File: src/rtl/pmc_pkg.sv
package pmc_pkg;
   typedef enum logic [2:0] {
      PS_RUN, PS_ENT_NAP, PS_ENT_SLP, PS_NAP,
      PS_DOZE, PS_SLEEP, PS_DEEP, PS_RELOCK
   } pstate_t;

   localparam int MODE_W = 2;
   localparam logic [MODE_W-1:0] REQ_NAP   = 2'd1;
   localparam logic [MODE_W-1:0] REQ_SLEEP = 2'd2;

   typedef struct packed {
      logic fetch;
      logic fu;
      logic tbase;
      logic jtag;
      logic snoop;
      logic qreq;
      logic pll;
   } dom_en_t;
endpackage

File: src/rtl/pmc_seq.sv
module pmc_seq
   import pmc_pkg::*;
#(
   parameter int RELOCK_WAIT = 4
) (
   input  logic              clk,
   input  logic              rst_n,
   input  logic              req_valid,
   input  logic [MODE_W-1:0] req_mode,
   input  logic              qack,
   input  logic              snoop_req,
   input  logic              wake,
   input  logic              pll_stop_req,
   input  logic              pll_lock,
   output pstate_t           state
);
   localparam int CNT_W = (RELOCK_WAIT < 2) ? 1 : $clog2(RELOCK_WAIT + 1);

   initial begin
      assert (RELOCK_WAIT >= 0) else $error("RELOCK_WAIT must not be negative");
      assert (CNT_W <= 31) else $error("relock counter too wide");
   end

   pstate_t state_nx;
   logic    relock_done;

   generate
      if (RELOCK_WAIT <= 1) begin : g_no_wait
         assign relock_done = 1'b1;
      end else begin : g_wait
         logic [CNT_W-1:0] relock_cnt;
         always_ff @(posedge clk) begin
            if (!rst_n || state != PS_RELOCK)
               relock_cnt <= '0;
            else if (!relock_done)
               relock_cnt <= relock_cnt + 1'b1;
         end
         assign relock_done = (relock_cnt >= CNT_W'(RELOCK_WAIT - 1));
      end
   endgenerate

   always_comb begin
      state_nx = state;
      unique case (state)
         PS_RUN: begin
            if (req_valid && req_mode == REQ_NAP)        state_nx = PS_ENT_NAP;
            else if (req_valid && req_mode == REQ_SLEEP) state_nx = PS_ENT_SLP;
         end
         PS_ENT_NAP: if (qack) state_nx = PS_NAP;
         PS_ENT_SLP: if (qack) state_nx = PS_SLEEP;
         PS_NAP: begin
            if (wake)           state_nx = PS_RUN;
            else if (snoop_req) state_nx = PS_DOZE;
         end
         PS_DOZE: begin
            if (wake)            state_nx = PS_RUN;
            else if (!snoop_req) state_nx = PS_ENT_NAP;
         end
         PS_SLEEP: begin
            if (wake)              state_nx = PS_RUN;
            else if (pll_stop_req) state_nx = PS_DEEP;
         end
         PS_DEEP:   if (wake) state_nx = PS_RELOCK;
         PS_RELOCK: if (pll_lock && relock_done) state_nx = PS_RUN;
         default:   state_nx = PS_RUN;
      endcase
   end

   always_ff @(posedge clk) begin
      if (!rst_n) state <= PS_RUN;
      else        state <= state_nx;
   end

   assert_qack_gate_R2: assert property (@(posedge clk) disable iff (!rst_n)
      (state == PS_ENT_NAP && !qack) |=> state == PS_ENT_NAP);
   assert_deep_from_sleep_R6: assert property (@(posedge clk) disable iff (!rst_n)
      (state == PS_DEEP && $past(state) != PS_DEEP) |-> $past(state) == PS_SLEEP);
   assert_relock_lock_R7: assert property (@(posedge clk) disable iff (!rst_n)
      (state == PS_RELOCK && !pll_lock) |=> state == PS_RELOCK);
   assert_wake_prio_R8: assert property (@(posedge clk) disable iff (!rst_n)
      ((state == PS_NAP || state == PS_DOZE || state == PS_SLEEP) && wake) |=> state == PS_RUN);
endmodule

File: src/rtl/pmc_decode.sv
module pmc_decode
   import pmc_pkg::*;
(
   input  pstate_t state,
   output dom_en_t en
);
   always_comb begin
      en = '{fetch: 1'b1, fu: 1'b1, tbase: 1'b1, jtag: 1'b1,
             snoop: 1'b1, qreq: 1'b0, pll: 1'b1};
      unique case (state)
         PS_RUN: ;
         PS_ENT_NAP, PS_ENT_SLP: en.qreq = 1'b1;
         PS_NAP: begin
            en.fetch = 1'b0; en.fu = 1'b0; en.snoop = 1'b0; en.qreq = 1'b1;
         end
         PS_DOZE: begin
            en.fetch = 1'b0; en.fu = 1'b0;
         end
         PS_SLEEP, PS_RELOCK: begin
            en = '{fetch: 1'b0, fu: 1'b0, tbase: 1'b0, jtag: 1'b0,
                   snoop: 1'b0, qreq: 1'b1, pll: 1'b1};
         end
         PS_DEEP: begin
            en = '{fetch: 1'b0, fu: 1'b0, tbase: 1'b0, jtag: 1'b0,
                   snoop: 1'b0, qreq: 1'b1, pll: 1'b0};
         end
         default: ;
      endcase
   end
endmodule

File: src/rtl/pmc_dfs.sv
module pmc_dfs
   import pmc_pkg::*;
#(
   parameter bit DFS_EN = 1'b1
) (
   input  logic    clk,
   input  logic    rst_n,
   input  pstate_t state,
   input  logic    dfs_req,
   output logic    clk_div2
);
   generate
      if (DFS_EN) begin : g_dfs
         always_ff @(posedge clk) begin
            if (!rst_n)                clk_div2 <= 1'b0;
            else if (state == PS_RUN) clk_div2 <= dfs_req;
         end

         assert_div_hold_R9: assert property (@(posedge clk) disable iff (!rst_n)
            (state != PS_RUN) |=> $stable(clk_div2));
      end else begin : g_no_dfs
         assign clk_div2 = 1'b0;
      end
   endgenerate
endmodule

File: src/rtl/pwr_mode_ctrl.sv
module pwr_mode_ctrl
   import pmc_pkg::*;
#(
   parameter int RELOCK_WAIT = 4,
   parameter bit DFS_EN      = 1'b1
) (
   input  logic       clk,
   input  logic       rst_n,
   input  logic       req_valid,
   input  logic [1:0] req_mode,
   input  logic       qack,
   input  logic       snoop_req,
   input  logic       wake,
   input  logic       pll_stop_req,
   input  logic       pll_lock,
   input  logic       dfs_req,
   output logic       fetch_en,
   output logic       fu_en,
   output logic       tb_en,
   output logic       jtag_en,
   output logic       snoop_en,
   output logic       qreq,
   output logic       pll_en,
   output logic       clk_div2
);
   pstate_t state;
   dom_en_t en;

   pmc_seq #(.RELOCK_WAIT(RELOCK_WAIT)) u_seq (
      .clk, .rst_n, .req_valid, .req_mode, .qack, .snoop_req,
      .wake, .pll_stop_req, .pll_lock, .state
   );

   pmc_decode u_decode (.state, .en);

   pmc_dfs #(.DFS_EN(DFS_EN)) u_dfs (
      .clk, .rst_n, .state, .dfs_req, .clk_div2
   );

   assign fetch_en = en.fetch;
   assign fu_en    = en.fu;
   assign tb_en    = en.tbase;
   assign jtag_en  = en.jtag;
   assign snoop_en = en.snoop;
   assign qreq     = en.qreq;
   assign pll_en   = en.pll;

   assert_pll_off_gates_R6: assert property (@(posedge clk) disable iff (!rst_n)
      !pll_en |-> !(fetch_en || fu_en || tb_en || jtag_en || snoop_en));
endmodule

File: config.mk
export PLATFORM = sky130hd
export DESIGN_NAME = pwr_mode_ctrl
export DESIGN_NICKNAME = d
export VERILOG_FILES = /design/src/rtl/pmc_pkg.sv /design/src/rtl/pmc_seq.sv /design/src/rtl/pmc_decode.sv /design/src/rtl/pmc_dfs.sv /design/src/rtl/pwr_mode_ctrl.sv
export SDC_FILE = /design/constraint.sdc
export NUM_CORES = 1
export LEC_CHECK = 0
export ABC_CLOCK_PERIOD_IN_PS = 2300
export CAP_MARGIN = 20
export CORE_MARGIN = 2
export CORE_UTILIZATION = 43
export CTS_CLUSTER_SIZE = 12
export DETAILED_ROUTE_END_ITERATION = 16
export GPL_TIMING_DRIVEN = 0
export PLACE_DENSITY = 0.86
export SETUP_SLACK_MARGIN = 0.4
export SLEW_MARGIN = 20
export SYNTH_ARGS = -nofsm -noshare
export SYNTH_HDL_FRONTEND = slang
export SYNTH_HIERARCHICAL = 1
export SYNTH_SLANG_ARGS = --single-unit
File: constraint.sdc
create_clock -name clk -period 2.3 [get_ports clk]
set_clock_uncertainty 0.05 [all_clocks]
set_input_delay 0.345 -clock clk [delete_from_list [all_inputs] [get_ports clk]]
set_output_delay 0.345 -clock clk [all_outputs]
set_load 0.005 [all_outputs]
==> results_dict.tcl <==
set metrics [dict create \
    synthesis.area_um2 564 \
    synth.largest_area_cell "sky130_fd_sc_hd__dfxtp_1" \
    initial_utilization_pct 44.5 \
    crit_family "buffers and inverters" \
    total_wire_length_after_detailed_routing_um 1460 \
    slew_viol_final 0 \
    critPathMaxFanout 10 \
    root_buffer "sky130_fd_sc_hd__clkbuf_4" \
    tritoncts_clock_tree "yes" \
    synth.yosys.warnings 6 \
    path_class "flop to output pin" \
    synth.yosys.seq_area_share_pct 24.8 \
    synth_edf_count 0 \
    design.core.area_um2 1270 \
    ys_seq_elements 7 \
    power.density_cell_area_nw_per_um2 1070 \
    cts-htree-levels 1 \
    syn2layout_area_growth_pct 58.5 \
    syn-instance-count 66 \
    clock_transition_at_the_register_clock_pins_on_the_worst_setup_and_hold_paths_after_cts_ps 50 \
    grt_start_max_net_pins 11 \
    final.setup.tns_ps 0 \
    path_buf_inv 1 \
    worst_slew_slack_as_a_fraction_of_its_limit_pct 72.5 \
    outcome "complete, no violations" \
    average_cell_area_after_synthesis_um2 8.55 \
    vias_per_cell 5.52 \
    setup.worst_path.start_class "flop" \
    fmax_mhz 526 \
    synth_top_area_share_pct 24.8 \
    synth_flop_cell "sky130_fd_sc_hd__dfxtp_1" \
    postSynthNetCount 79 \
    dpl.hpwl_um 901 \
    drive_above_1_share_pct 34.8 \
    cap_violations 0 \
    num-fill-cells 99 \
    io_buffer_count 18 \
    register_area_um2 149 \
    worstSkewPairLatency_ps 250 \
    cts.sink_count 7 \
    antenna_violating_nets_post_route 0 \
    max_stage_delay_ps 510 \
    post-route-drc-count 0 \
    mostFrequentLayoutCell "sky130_fd_sc_hd__clkdlybuf4s50_1" \
    i_o_pin_count 19 \
    placed_instances 99 \
    first_pass_iters 4 \
    timing.critical_path.to_type "output pin" \
    via_count 591 \
    grt_antenna_before_repair 0 \
    final-setup-viol-count 0 \
    timing.hold.worst.class "flop to flop" \
    worst-slew-pin-transition_ps 410 \
    final_min_period_over_clock_period_pct 82.6 \
    chip_width_um 40.2 \
    crit_path_cell_trace "o21ai_2 -> a21boi_1 -> clkdlybuf4s50_1" \
    cts-root-to-sink-buffers 2 \
    postSynth.asyncResetShare_pct 0 \
    fp.dieArea_um2 1620 \
    final_critical_path_required_period_ps 1900 \
    hold_viol 0 \
    rsz0062_at_grt "true" \
    rows 13 \
    yosysUniqueCellTypes 35 \
    critPathArrivalTime_ps 1510 \
    cts_made_buffers 3 \
    required_ps 1900 \
    area_of_the_multi_input_gates_um2 435 \
    cts.hold.buffers_added 0 \
    final_net_count 106 \
    post_drt_wl_per_cell_um 13.6 \
    num_antenna_cells 0 \
    gp_routability_congestion 0.823 \
    yosys-top-cells-area "sky130_fd_sc_hd__dfxtp_1 (25%), sky130_fd_sc_hd__nor2_1 (5.3%), sky130_fd_sc_hd__ha_1 (4.4%)" \
    global_route.usage.total_pct 18.0 \
    grt_pass1_wl_um 1880 \
    drtIter0Drc 21 \
    power.static_leakage_uw 0.000336 \
    final_cell_mix "sky130_fd_sc_hd__clkdlybuf4s50_1 (17), sky130_fd_sc_hd__nor2_1 (8), sky130_fd_sc_hd__buf_4 (7)" \
    instances_no_fill 107 \
    grt_pass1_vias 466 \
    die_y_um 40.2 \
    crit_path_top_delay_cell "sky130_fd_sc_hd__clkdlybuf4s50_1" \
    vdd_drop_max_mv 0.661 \
    grt-ovfl-total 0 \
]
stage by stage:
step | setup WS, ps | total power [uW] | cell area, um^2 | utilization [%] | hold slack (ps)
2_1_floorplan | 407 | 595 | 564 | - | 418
3_3_place_gp | 167 | 777 | 763 | 60.2 | 416
5_1_grt | 351 | 1020 | 895 | 70.5 | 483
4_1_cts | 385 | 905 | 797 | 62.8 | 443
6_report | 400 | 959 | 895 | 70.5 | 446
3_5_place_dp | 154 | 788 | 763 | 60.2 | 436
power by group:
group          switching [uW]  total (uW)  internal [uW]  leakage, uW
logic                     280         624            343     0.000261
registers                64.7         224            160    0.0000597
clock network            44.1         110           66.1    0.0000150
Yosys cell counts (2+ instances only):
cell                       count
sky130_fd_sc_hd__o21ai_0       3
sky130_fd_sc_hd__a21boi_1      2
sky130_fd_sc_hd__ha_1          2
sky130_fd_sc_hd__nor3_1        2
sky130_fd_sc_hd__inv_1         3
sky130_fd_sc_hd__nand3b_1      2
sky130_fd_sc_hd__a21oi_1       2
sky130_fd_sc_hd__buf_4         3
sky130_fd_sc_hd__nand2_1       5
sky130_fd_sc_hd__or2_2         2
sky130_fd_sc_hd__a211oi_1      3
sky130_fd_sc_hd__dfxtp_1       7
sky130_fd_sc_hd__nor2_1        8
registers in the layout, indices dropped and copies added, names as in the netlist:
register and flops:
u_dfs/clk_div2 1, u_seq/state 3, u_seq/g_wait.relock_cnt 3
final cells by class:
cell class | instances | share of cell area, %
multi-input cells | 51 | 48.7
clock buffers | 4 | 2.94
inverters | 3 | 1.26
well taps | 15 | 2.10
repair buffers | 22 | 23.8
plain buffers | 5 | 4.62
flip-flops and latches | 7 | 16.6
tightest hold or removal path, stage by stage (launching register included):
cell                       delay, ps
sky130_fd_sc_hd__dfxtp_1         310
sky130_fd_sc_hd__o311ai_1         70
sky130_fd_sc_hd__o41ai_1          70
cell families after synthesis:
kind of cell,Yosys count,share of synthesized area [%]
AO/OA/AOI/OAI,22,32.4
buffers and inverters,8,8.87
AND/OR/NAND/NOR,25,25.1
flip-flops,7,24.8
adder cells (fa/ha/maj),2,4.43
XOR/XNOR,2,4.44
repair_timing:
| item | in CTS | in global routing |
|---|---|---|
| pin swaps | 1 | 6 |
| setup endpoints to repair | 4 | 3 |
| setup buffers | 0 | 4 |
| endpoints found under the hold margin | 0 | 0 |
| gates resized for setup | 3 | 14 |
| cloned | 0 | 0 |
path summary, 6_finish.rpt:
| path | start | endpoint | slack, ps | cells past startpoint |
|---|---|---|---|---|
| setup / recovery | u_seq/state[0] | snoop_en | 400 | 3 |
| hold / removal | u_dfs/clk_div2 | u_dfs/clk_div2 | 450 | 2 |
| setup reg to reg | u_seq/g_wait.relock_cnt[0] | u_seq/state[2] | 410 | 6 |
| hold reg to reg | u_dfs/clk_div2 | u_dfs/clk_div2 | 450 | 2 |
metal layers:
metal,GRT usage (%),vias to the layer above,part of all wire [%]
li1,-,301,-
met1,20.9,265,46
met2,29.4,25,49
met3,3.33,0,4.9
met4,12.5,0,0
met5,0,-,0
(Power assumes the default switching activity.)
